### src/rtl/fp_pkg.sv
// Shared constants for the flash protection register unit.
// Assumes single-bit SPI transfers of 8-bit bytes.
package fp_pkg;
    localparam int BYTE_W = 8;
    localparam int BIT_W  = $clog2(BYTE_W);

    localparam logic [7:0] OP_WRITE_REGS = 8'h01;
    localparam logic [7:0] OP_READ_STAT  = 8'h05;
    localparam logic [7:0] OP_READ_CFG   = 8'h35;
    localparam logic [7:0] OP_CLEAR_ERR  = 8'h30;
    localparam logic [7:0] OP_WRITE_EN   = 8'h06;
    localparam logic [7:0] OP_ERASE_ALL  = 8'hC7;

    // configuration bits that software may write
    localparam logic [7:0] CFG_WMASK = 8'h2E;

    typedef enum logic [1:0] {
        JOB_NONE  = 2'd0,
        JOB_WRITE = 2'd1,
        JOB_ERASE = 2'd2
    } job_e;
endpackage

### src/rtl/fp_spi_front.sv
// SPI mode 0 front end: synchronises the SPI lines into clk, counts bits and
// bytes, captures the opcode and two data bytes, and serialises read data.
// Assumes every SCK phase lasts longer than SYNC_STAGES+1 system clocks.
module fp_spi_front
    import fp_pkg::*;
#(
    parameter int SYNC_STAGES = 2,
    parameter int CNT_W       = 3
) (
    input  logic             clk,
    input  logic             rst_n,
    input  logic             spi_sck,
    input  logic             spi_cs_n,
    input  logic             spi_mosi,
    input  logic             wp_n,
    input  logic [7:0]       tx_byte,
    output logic             wp_s,
    output logic [7:0]       opcode,
    output logic [7:0]       dat0,
    output logic [7:0]       dat1,
    output logic [CNT_W-1:0] byte_cnt,
    output logic             end_evt,
    output logic             whole,
    output logic             spi_miso,
    output logic             spi_miso_oe
);
    localparam logic [3:0] SYNC_RST = 4'b1010; // wp, mosi, cs, sck

    logic [3:0]       sync_q [SYNC_STAGES];
    logic             sck_s, cs_s, si_s, sck_d, cs_d;
    logic             sck_rise, sck_fall, read_mode;
    logic [BIT_W-1:0] bit_cnt;
    logic [7:0]       rx_q, rx_next, tx_sh;

    // Synchroniser chain for the four asynchronous pins.
    always_ff @(posedge clk) begin
        if (!rst_n) begin
            for (int i = 0; i < SYNC_STAGES; i++) sync_q[i] <= SYNC_RST;
        end else begin
            sync_q[0] <= {wp_n, spi_mosi, spi_cs_n, spi_sck};
            for (int i = 1; i < SYNC_STAGES; i++) sync_q[i] <= sync_q[i-1];
        end
    end

    assign sck_s = sync_q[SYNC_STAGES-1][0];
    assign cs_s  = sync_q[SYNC_STAGES-1][1];
    assign si_s  = sync_q[SYNC_STAGES-1][2];
    assign wp_s  = sync_q[SYNC_STAGES-1][3];

    // Previous-cycle copies used for edge detection.
    always_ff @(posedge clk) begin
        if (!rst_n) begin
            sck_d <= 1'b0;
            cs_d  <= 1'b1;
        end else begin
            sck_d <= sck_s;
            cs_d  <= cs_s;
        end
    end

    assign sck_rise  = sck_s && !sck_d;
    assign sck_fall  = !sck_s && sck_d;
    assign end_evt   = cs_s && !cs_d;
    assign whole     = (bit_cnt == '0);
    assign rx_next   = {rx_q[6:0], si_s};
    assign read_mode = (byte_cnt != '0) &&
                       (opcode == OP_READ_STAT || opcode == OP_READ_CFG);

    // Receive shifter, bit/byte counters and byte capture.
    always_ff @(posedge clk) begin
        if (!rst_n) begin
            bit_cnt  <= '0;
            byte_cnt <= '0;
            rx_q     <= '0;
            opcode   <= '0;
            dat0     <= '0;
            dat1     <= '0;
        end else if (cs_s) begin
            bit_cnt  <= '0;
            byte_cnt <= '0;
        end else if (sck_rise) begin
            rx_q    <= rx_next;
            bit_cnt <= bit_cnt + 1'b1;
            if (bit_cnt == BIT_W'(BYTE_W - 1)) begin
                if (byte_cnt != '1) byte_cnt <= byte_cnt + 1'b1;
                case (byte_cnt)
                    CNT_W'(0): opcode <= rx_next;
                    CNT_W'(1): dat0   <= rx_next;
                    CNT_W'(2): dat1   <= rx_next;
                    default:   ;
                endcase
            end
        end
    end

    // Transmit shifter: load at the byte boundary, shift on each falling SCK.
    always_ff @(posedge clk) begin
        if (!rst_n || cs_s) begin
            tx_sh       <= '0;
            spi_miso_oe <= 1'b0;
        end else if (sck_fall && read_mode) begin
            spi_miso_oe <= 1'b1;
            if (bit_cnt == '0) tx_sh <= tx_byte;
            else               tx_sh <= {tx_sh[6:0], 1'b0};
        end
    end

    assign spi_miso = tx_sh[7];

    // no output drive while the opcode byte is still arriving
    p_quiet_opcode_r9: assert property (@(posedge clk) disable iff (!rst_n)
        (byte_cnt == '0) |-> !spi_miso_oe);

    // leaving a transaction always restarts bit counting at zero
    p_abort_clears_r10: assert property (@(posedge clk) disable iff (!rst_n)
        end_evt |=> (bit_cnt == '0 && byte_cnt == '0));
endmodule

### src/rtl/fp_reg_ctrl.sv
// Status/configuration registers, command acceptance, write protection and
// the behavioural busy timer. Commands are committed on the chip-select rise
// reported by the front end, using its still-valid byte snapshot.
module fp_reg_ctrl
    import fp_pkg::*;
#(
    parameter int WRR_CYCLES   = 64,
    parameter int ERASE_CYCLES = 256,
    parameter int CNT_W        = 3
) (
    input  logic             clk,
    input  logic             rst_n,
    input  logic             wp_s,
    input  logic [7:0]       opcode,
    input  logic [7:0]       dat0,
    input  logic [7:0]       dat1,
    input  logic [CNT_W-1:0] byte_cnt,
    input  logic             end_evt,
    input  logic             whole,
    input  logic             inj_erase_fail,
    input  logic             inj_prog_fail,
    output logic [7:0]       tx_byte
);
    localparam int MAX_CYC = (WRR_CYCLES > ERASE_CYCLES) ? WRR_CYCLES : ERASE_CYCLES;
    localparam int TMR_W   = $clog2(MAX_CYC + 1);

    logic             lock_q, wel_q, eerr_q, perr_q;
    logic [2:0]       prot_q;
    logic [7:0]       cfg_q;
    logic [TMR_W-1:0] timer_q;
    job_e             job_q;
    logic             busy, hw_lock, one_byte, done;
    logic             acc_wren, acc_clr, acc_erase, acc_write;
    logic [7:0]       status;
    logic             unused_dat;

    assign unused_dat = ^{dat0[6:5], dat0[1:0], dat1 & ~CFG_WMASK};

    assign busy     = (timer_q != '0);
    assign done     = (timer_q == TMR_W'(1));
    assign hw_lock  = lock_q && !wp_s;
    assign one_byte = end_evt && whole && (byte_cnt == CNT_W'(1));

    assign acc_wren  = one_byte && opcode == OP_WRITE_EN && !busy;
    assign acc_clr   = one_byte && opcode == OP_CLEAR_ERR;
    assign acc_erase = one_byte && opcode == OP_ERASE_ALL && !busy &&
                       wel_q && prot_q == 3'b000;
    assign acc_write = end_evt && whole && opcode == OP_WRITE_REGS &&
                       (byte_cnt == CNT_W'(2) || byte_cnt == CNT_W'(3)) &&
                       !busy && wel_q && !hw_lock;

    // Busy timer and the job it belongs to.
    always_ff @(posedge clk) begin
        if (!rst_n) begin
            timer_q <= '0;
            job_q   <= JOB_NONE;
        end else if (acc_write) begin
            timer_q <= TMR_W'(WRR_CYCLES);
            job_q   <= JOB_WRITE;
        end else if (acc_erase) begin
            timer_q <= TMR_W'(ERASE_CYCLES);
            job_q   <= JOB_ERASE;
        end else if (busy) begin
            timer_q <= timer_q - 1'b1;
            if (done) job_q <= JOB_NONE;
        end
    end

    // Write-enable latch: set by its opcode, cleared when an operation ends.
    always_ff @(posedge clk) begin
        if (!rst_n)        wel_q <= 1'b0;
        else if (acc_wren) wel_q <= 1'b1;
        else if (done)     wel_q <= 1'b0;
    end

    // Non-volatile protection fields, written only by an accepted write.
    always_ff @(posedge clk) begin
        if (!rst_n) begin
            lock_q <= 1'b0;
            prot_q <= 3'b000;
            cfg_q  <= 8'h00;
        end else if (acc_write) begin
            lock_q <= dat0[7];
            prot_q <= dat0[4:2];
            if (byte_cnt == CNT_W'(3)) cfg_q <= dat1 & CFG_WMASK;
        end
    end

    // Sticky error flags: clear command first, a new failure wins.
    always_ff @(posedge clk) begin
        if (!rst_n) begin
            eerr_q <= 1'b0;
            perr_q <= 1'b0;
        end else begin
            if (acc_clr) begin
                eerr_q <= 1'b0;
                perr_q <= 1'b0;
            end
            if (done && job_q == JOB_ERASE && inj_erase_fail) eerr_q <= 1'b1;
            if (inj_prog_fail) perr_q <= 1'b1;
        end
    end

    assign status  = {lock_q, perr_q, eerr_q, prot_q, wel_q, busy};
    assign tx_byte = (opcode == OP_READ_CFG) ? cfg_q : status;

    // write-enable is gone the cycle after an operation finishes
    p_wel_drop_r3: assert property (@(posedge clk) disable iff (!rst_n)
        done |=> !wel_q);

    // while locked by pin and bit, protection fields cannot move
    p_locked_hold_r4: assert property (@(posedge clk) disable iff (!rst_n)
        hw_lock |=> ($stable(prot_q) && $stable(cfg_q) && $stable(lock_q)));

    // erase with a nonzero protect field never starts the timer
    p_erase_blocked_r5: assert property (@(posedge clk) disable iff (!rst_n)
        (one_byte && opcode == OP_ERASE_ALL && !busy && prot_q != 3'b000) |=> !busy);

    // error flags only fall through the clear command
    p_err_sticky_r6: assert property (@(posedge clk) disable iff (!rst_n)
        ((eerr_q || perr_q) && !acc_clr) |=> (eerr_q >= $past(eerr_q) && perr_q >= $past(perr_q)));

    // write-enable is frozen while an operation is still running
    p_busy_wel_r8: assert property (@(posedge clk) disable iff (!rst_n)
        (busy && !done) |=> $stable(wel_q));
endmodule

### src/rtl/fp_protect_unit.sv
// Top level of the flash protection register unit: joins the SPI front end
// and the register/command controller. All logic runs on clk.
module fp_protect_unit #(
    parameter int SYNC_STAGES  = 2,
    parameter int WRR_CYCLES   = 64,
    parameter int ERASE_CYCLES = 256,
    parameter int CNT_W        = 3
) (
    input  logic clk,
    input  logic rst_n,
    input  logic spi_sck,
    input  logic spi_cs_n,
    input  logic spi_mosi,
    input  logic wp_n,
    input  logic inj_erase_fail,
    input  logic inj_prog_fail,
    output logic spi_miso,
    output logic spi_miso_oe
);
    logic             wp_s, end_evt, whole;
    logic [7:0]       opcode, dat0, dat1, tx_byte;
    logic [CNT_W-1:0] byte_cnt;

    fp_spi_front #(.SYNC_STAGES(SYNC_STAGES), .CNT_W(CNT_W)) u_front (
        .clk(clk), .rst_n(rst_n), .spi_sck(spi_sck), .spi_cs_n(spi_cs_n),
        .spi_mosi(spi_mosi), .wp_n(wp_n), .tx_byte(tx_byte), .wp_s(wp_s),
        .opcode(opcode), .dat0(dat0), .dat1(dat1), .byte_cnt(byte_cnt),
        .end_evt(end_evt), .whole(whole), .spi_miso(spi_miso),
        .spi_miso_oe(spi_miso_oe)
    );

    fp_reg_ctrl #(.WRR_CYCLES(WRR_CYCLES), .ERASE_CYCLES(ERASE_CYCLES),
                  .CNT_W(CNT_W)) u_ctrl (
        .clk(clk), .rst_n(rst_n), .wp_s(wp_s), .opcode(opcode), .dat0(dat0),
        .dat1(dat1), .byte_cnt(byte_cnt), .end_evt(end_evt), .whole(whole),
        .inj_erase_fail(inj_erase_fail), .inj_prog_fail(inj_prog_fail),
        .tx_byte(tx_byte)
    );
endmodule

### config.mk
export PLATFORM = sky130hd
export DESIGN_NAME = fp_protect_unit
export DESIGN_NICKNAME = d
export VERILOG_FILES = /design/src/rtl/fp_pkg.sv /design/src/rtl/fp_spi_front.sv /design/src/rtl/fp_reg_ctrl.sv /design/src/rtl/fp_protect_unit.sv
export SDC_FILE = /design/constraint.sdc
export NUM_CORES = 1
export LEC_CHECK = 0
export BUFFER_PORTS_ARGS = -buffer_cell sky130_fd_sc_hd__buf_2
export CAP_MARGIN = 20
export CELL_PAD_IN_SITES_DETAIL_PLACEMENT = 0
export CELL_PAD_IN_SITES_GLOBAL_PLACEMENT = 2
export CORE_UTILIZATION = 30
export DETAILED_ROUTE_END_ITERATION = 6
export PLACE_DENSITY_LB_ADDON = 0.1
export SYNTH_ARGS = -nofsm -noshare
export SYNTH_HDL_FRONTEND = slang
export SYNTH_SLANG_ARGS = --single-unit
### constraint.sdc
create_clock -name clk -period 2.6 [get_ports clk]
set_clock_uncertainty 0.15 [all_clocks]
set_input_delay 0.52 -clock clk [delete_from_list [all_inputs] [get_ports clk]]
set_output_delay 0.52 -clock clk [all_outputs]
set_load 0.005 [all_outputs]
Word level (Yosys, flattened, before mapping)
Memories as Yosys holds them, arrays and structs flattened.
Cells that the tools add are included.

storage, ports and cells
  register bits after elaboration = 68
  bits in latches = 0
  bits in writable memories = 8
  memory bits (read-only) = 0
  input bits = 8
  output and inout bits = 2
  logic and storage cells = 115
  memories kept = 1

cells by class
  add/sub/neg operators = 3
  $mul = 0
  div/mod/pow operators = 0
  $lt $le $gt $ge = 0
  eq/ne operators = 13
  shifts and indexed selects = 0
  multiplexer cells = 18
  bitwise operators = 4
  reductions and logical operators = 55

memory list
  memory          depth  width  read ports  clocked after Yosys merged registers in  wr ports  line                source
  u_front.sync_q  2      4      2           0                                        2         fp_spi_front.sv:29  logic [3:0] sync_q [SYNC_STAGES];

operators with widths
  kind                 number
  $logic_and 1x1->1    22
  $mux 9               2
  $eq 8x3->1 const B   2
  $eq 8x6->1 const B   2
  $mux 8               2
  $reduce_and 4->1     3
  $reduce_bool 2->1    5
  $eq 9x1->1 const B   1
  $logic_not 3->1      3
  $reduce_bool 3->1    3
  $reduce_bool 9->1    1
  $sub 9x1->9 const B  1
  $eq 8x1->1 const B   1
  $eq 8x8->1 const B   1
  $mux 1               8
  $mux 4               2
  $reduce_and 2->1     4
  $logic_not 1->1      7
  $mux 7               1
  $add 3x1->3 const B  2
  $eq 3x2->1 const B   2
  $mux 2               3
  $reduce_or 2->1      2
  $eq 3x1->1 const B   1
  8 further kinds      12

Depth between registers and ports, before layout
  depth after elaboration = 10
  mapped depth = 7
  depth with buffers taken out = 6

Hierarchy
Synthesis repeated with hierarchy kept, for this count alone.

unflattened totals
  cell total of the unflattened synthesis = 381
  area, all modules = 3,601.0 um^2

modules (own cells, without submodules)
  module        instances  cells each  area each (um^2)  seq. area each (um^2)
  fp_spi_front  1          237         2,368.5           1,121.1
  fp_reg_ctrl   1          144         1,232.4           440.4

Worst setup path after synthesis
No wires, ideal clock.

  kind = register to register
  start point = reg u_ctrl.timer_q[0]
  end point = reg u_ctrl.job_q[0]
  setup time = 0.117 ns
  data arrival time = 1.855 ns
  required time = 2.333 ns
  path slack = 0.478 ns
  cell stages (with the launch flop) = 7
  buffers on the path = 0
  clock period less this slack = 2.122 ns
  cells stage by stage = dfxtp_1 > inv_1 > ha_1 > nor4b_4 > nand2_4 > or4_4 > a22o_2

on the way
  longest elaborated chain between the ends = 7
  elaborated cells on any way between the ends = 14
  classes of those cells = 1 x eq/ne; 2 x mux; 11 x reduce/logical

RTL lines
  element                                                       line                                  source
  from (decl)                                                   fp_reg_ctrl.sv:30                     logic [TMR_W-1:0] timer_q;
  from (signal assigned)                                        fp_reg_ctrl.sv:58                     timer_q <= TMR_W'(WRR_CYCLES);
  from (signal assigned)                                        fp_reg_ctrl.sv:61                     timer_q <= TMR_W'(ERASE_CYCLES);
  from (signal assigned)                                        fp_reg_ctrl.sv:64                     timer_q <= timer_q - 1'b1;
  $reduce_bool 9->1                                             fp_reg_ctrl.sv:39                     assign busy = (timer_q != '0);
  $logic_not 1->1                                               fp_reg_ctrl.sv:46, fp_reg_ctrl.sv:50
  $logic_and 1x1->1, on equally long branches                   fp_reg_ctrl.sv:49, fp_reg_ctrl.sv:46
  $logic_and 1x1->1, on equally long branches                   fp_reg_ctrl.sv:50, fp_reg_ctrl.sv:46
  $logic_and 1x1->1, on equally long branches                   fp_reg_ctrl.sv:50, fp_reg_ctrl.sv:47
  $reduce_bool 3->1 (no source line) or $mux 2 (tied branches)  --
  $reduce_and 2->1 (no source line) or $mux 1 (tied branches)   --
  to (signal assigned)                                          fp_reg_ctrl.sv:56                     job_q <= JOB_NONE;
  to (signal assigned)                                          fp_reg_ctrl.sv:59                     job_q <= JOB_WRITE;
  to (signal assigned)                                          fp_reg_ctrl.sv:62                     job_q <= JOB_ERASE;
  to (decl)                                                     fp_reg_ctrl.sv:31                     job_e job_q;

Several ways; a longest one is shown, not always the timed one.
A chain may end at the register's enable or synchronous reset.

Worst setup path in the final report
Same ends and word-level chain as after synthesis.

==> run metrics <==
status=finished clean; WP data arrival=2420 ps; clock sink count=70; number of synthesized flops with an enable pin=0; clock tree from TritonCTS=done; number of synthesized register bits=70; drt drc=0; CP startpoint kind=flop; die width=104.1 um; Final Core Density=0.3552; Worst R2R Path Depth=6; Filler cells=1,027; Synth Flop Type=dfxtp_1; Setup-failing EPs final=0; r2r setup slk=260 ps; fin worst setup slack=256.9 ps; Die Ht=104.1 um; first-pass detailed-route iteration total=4; synth unique cells=49; synthesized area per cell=9.511 um^2; GP Congestion=0.7123; Synth Cell Area=0.003129 mm^2; H-tree levels=3; maximum clock rate=426.8 MHz; Port Buffers=9; Clk Latency, worst-skew pair=340 ps; post-DP HPWL=5281 um; Syn. warnings=0; Post-CTS Hold Buffers=0; setup TNS=0 ps; Synth Area in Compound Gates=0.1291; Pwr Density=739.2 mW/mm^2; Synth Area in Simple Gates=0.2351; Synth-to-Final Area Change=12.99%; row cnt=36; final non-filler cell area=0.003536 mm^2; Avg WL per Cell=15.24 um; worst path required time=2680 ps; largest net degree at the start of global routing=39; min cycle time layout=2343 ps; placed cell area=0.003362 mm^2; gr ovfl total=0; number of global-route vias before repair=2,396; max-cap violation count=0; fin crit share=0.9012; nets=365; RSZ-0062 raised after global routing=false; worst setup path category=reg -> reg; CTS Buf Count=9; Reg clk slew, reported paths=70 ps; core footprint=0.009955 mm^2; most common cell after layout, fill and taps aside=dfxtp_1; critical path peak fanout=10; Total Routing Usage GR=0.1494; Antenna Cells=0; 1st-iter DRT viols=53; post-CTS sizing=0; worst vdd ir=0.0002701 V; post-synthesis xor/xnor area fraction=0.01399; max-slew violations=0; via-per-instance ratio=4.846; Routed Antenna Nets=0; Critical Path Sink Type=flop; routed via count=2,336; slew at the pin with the worst max-slew slack=795.4 ps; Mapped Nets=348; Synth Area in Adders=0.04398; most frequent cells in the layout=dfxtp_1, nor2_1, mux2i_1, nand2_1, a21oi_1; die area=0.01084 mm^2; Leak=1.387 nW; Final Hold Violating Endpoints=0; Initial Util=0.3144; final wirelength=7347 um; Worst Hold Depth=2; fraction of registers with async set/reset=0; multiplexer share of the synthesized area=0.09596; first-pass GRT wire length=12,560 um; fraction of layout cells with a size suffix above 1=0.1318; Root Driver=clkbuf_8; Seq/Total Area, Yosys=0.4478; Syn Inst Count=329; # IOs=10; Hold Path Class=in -> reg; initial antenna violation count=0; buffer count from post-CTS setup fixing=0; main combinational cell family by area after synthesis=simple AND/OR/NAND/NOR gates; pre-CTS WS=268.8 ps; Clock Tree Buf Depth=2; max_slew headroom=0.4625
-- Yosys cell counts, drive strengths merged, types with 2 or more instances --
| cell | n | area [um^2] |
|---|---|---|
| dfxtp | 70 | 1401 |
| nor2 | 39 | 146.4 |
| mux2i | 30 | 300.3 |
| nand2 | 19 | 78.82 |
| a21oi | 17 | 85.08 |
| inv | 16 | 60.06 |
| ha | 11 | 137.6 |
| o21ai | 11 | 55.05 |
| clkbuf | 10 | 37.54 |
| a211oi | 9 | 77.57 |
| nor2b | 9 | 56.30 |
| o31ai | 9 | 67.56 |
| nand3 | 8 | 40.04 |
| nor3 | 7 | 40.04 |
| and2 | 6 | 37.54 |
| nand4 | 6 | 37.54 |
| nand2b | 5 | 31.28 |
| xnor2 | 5 | 43.79 |
| and3 | 4 | 26.28 |
| or4 | 4 | 41.29 |
| a221oi | 3 | 26.28 |
| nor4 | 3 | 48.80 |
| nor4bb | 3 | 30.03 |
| or3 | 3 | 20.02 |
| a311oi | 2 | 17.52 |
| buf | 2 | 8.750 |
| nand3b | 2 | 15.01 |
| nor3b | 2 | 15.01 |
| nor4b | 2 | 32.53 |
| o211a | 2 | 20.02 |
-- stage by stage --
stage | hold slack, ps | std cells | total power (W)
after floorplan | 236.3 | 329 | 0.001712
after global placement | 242.5 | 468 | 0.001840
after detailed placement | 247.1 | 468 | 0.001832
after CTS | 191.1 | 482 | 0.002653
after global routing | 209.5 | 482 | 0.002786
final | 206.2 | 482 | 0.002614
-- path summary, 6_finish.rpt --
path	end	from
worst max-delay path	u_ctrl.job_q[0]	u_ctrl.timer_q[0]
worst min-delay path	u_front.sync_q[0][1]	spi_cs_n
worst max register to register	u_ctrl.job_q[0]	u_ctrl.timer_q[0]
worst min register to register	u_front.sync_q[0][5]	u_front.sync_q[0][1]
-- metal layers --
metal | track usage | wire length [um] | vias to the layer above
li1 | - | - | 1202
met1 | 0.1977 | 3779 | 1097
met2 | 0.2352 | 3270 | 25
met3 | 0.02882 | 140 | 12
met4 | 0.06633 | 157 | 0
met5 | 0 | 0 | -
-- flip-flops by register name (all words and copies together), names as in the netlist, 3 cells and up --
register,cells
u_ctrl.cfg_q,4
u_ctrl.prot_q,3
u_ctrl.timer_q,9
u_front.bit_cnt,3
u_front.byte_cnt,3
u_front.dat0,4
u_front.dat1,4
u_front.opcode,8
u_front.rx_q,7
u_front.sync_q,8
u_front.tx_sh,8
-- worst max-delay path, cell delays in order (launching register included) --
cell     delay [ps]
dfxtp_1         330
inv_1           110
ha_1            260
nor4b_4         410
nand2_4         170
or4_4           580
a22o_2          220
-- final cells by class --
cell class,instances,area (um^2),area share
inverter,16,60.06,0.01699
tap,133,166.4,0.04706
multi-input combinational,231,1622,0.4586
clock buffer,13,168.9,0.04777
timing repair buffer,18,112.6,0.03185
clock inverter,1,5.005,0.001415
sequential,70,1401,0.3963
-- where the power goes --
group | leakage, nW | total [W] | switching (W) | internal [W]
clock network | 0.0914 | 0.000806 | 0.000393 | 0.000414
registers | 0.568 | 0.00122 | 0.0000909 | 0.00113
logic | 0.728 | 0.000582 | 0.000319 | 0.000263
total | 1.39 | 0.00261 | 0.000803 | 0.00181
-- logic make-up (layout without fill, tap and decap cells) --
group	count (synthesis)	count (layout)
AND/OR/NAND/NOR	126	126
flip-flops	70	70
AO/OA/AOI/OAI	59	59
multiplexers	30	30
buffers and inverters	28	48
adder cells (fa/ha/maj)	11	11
XOR/XNOR	5	5
No activity file was read; power rests on OpenSTA's default activity.
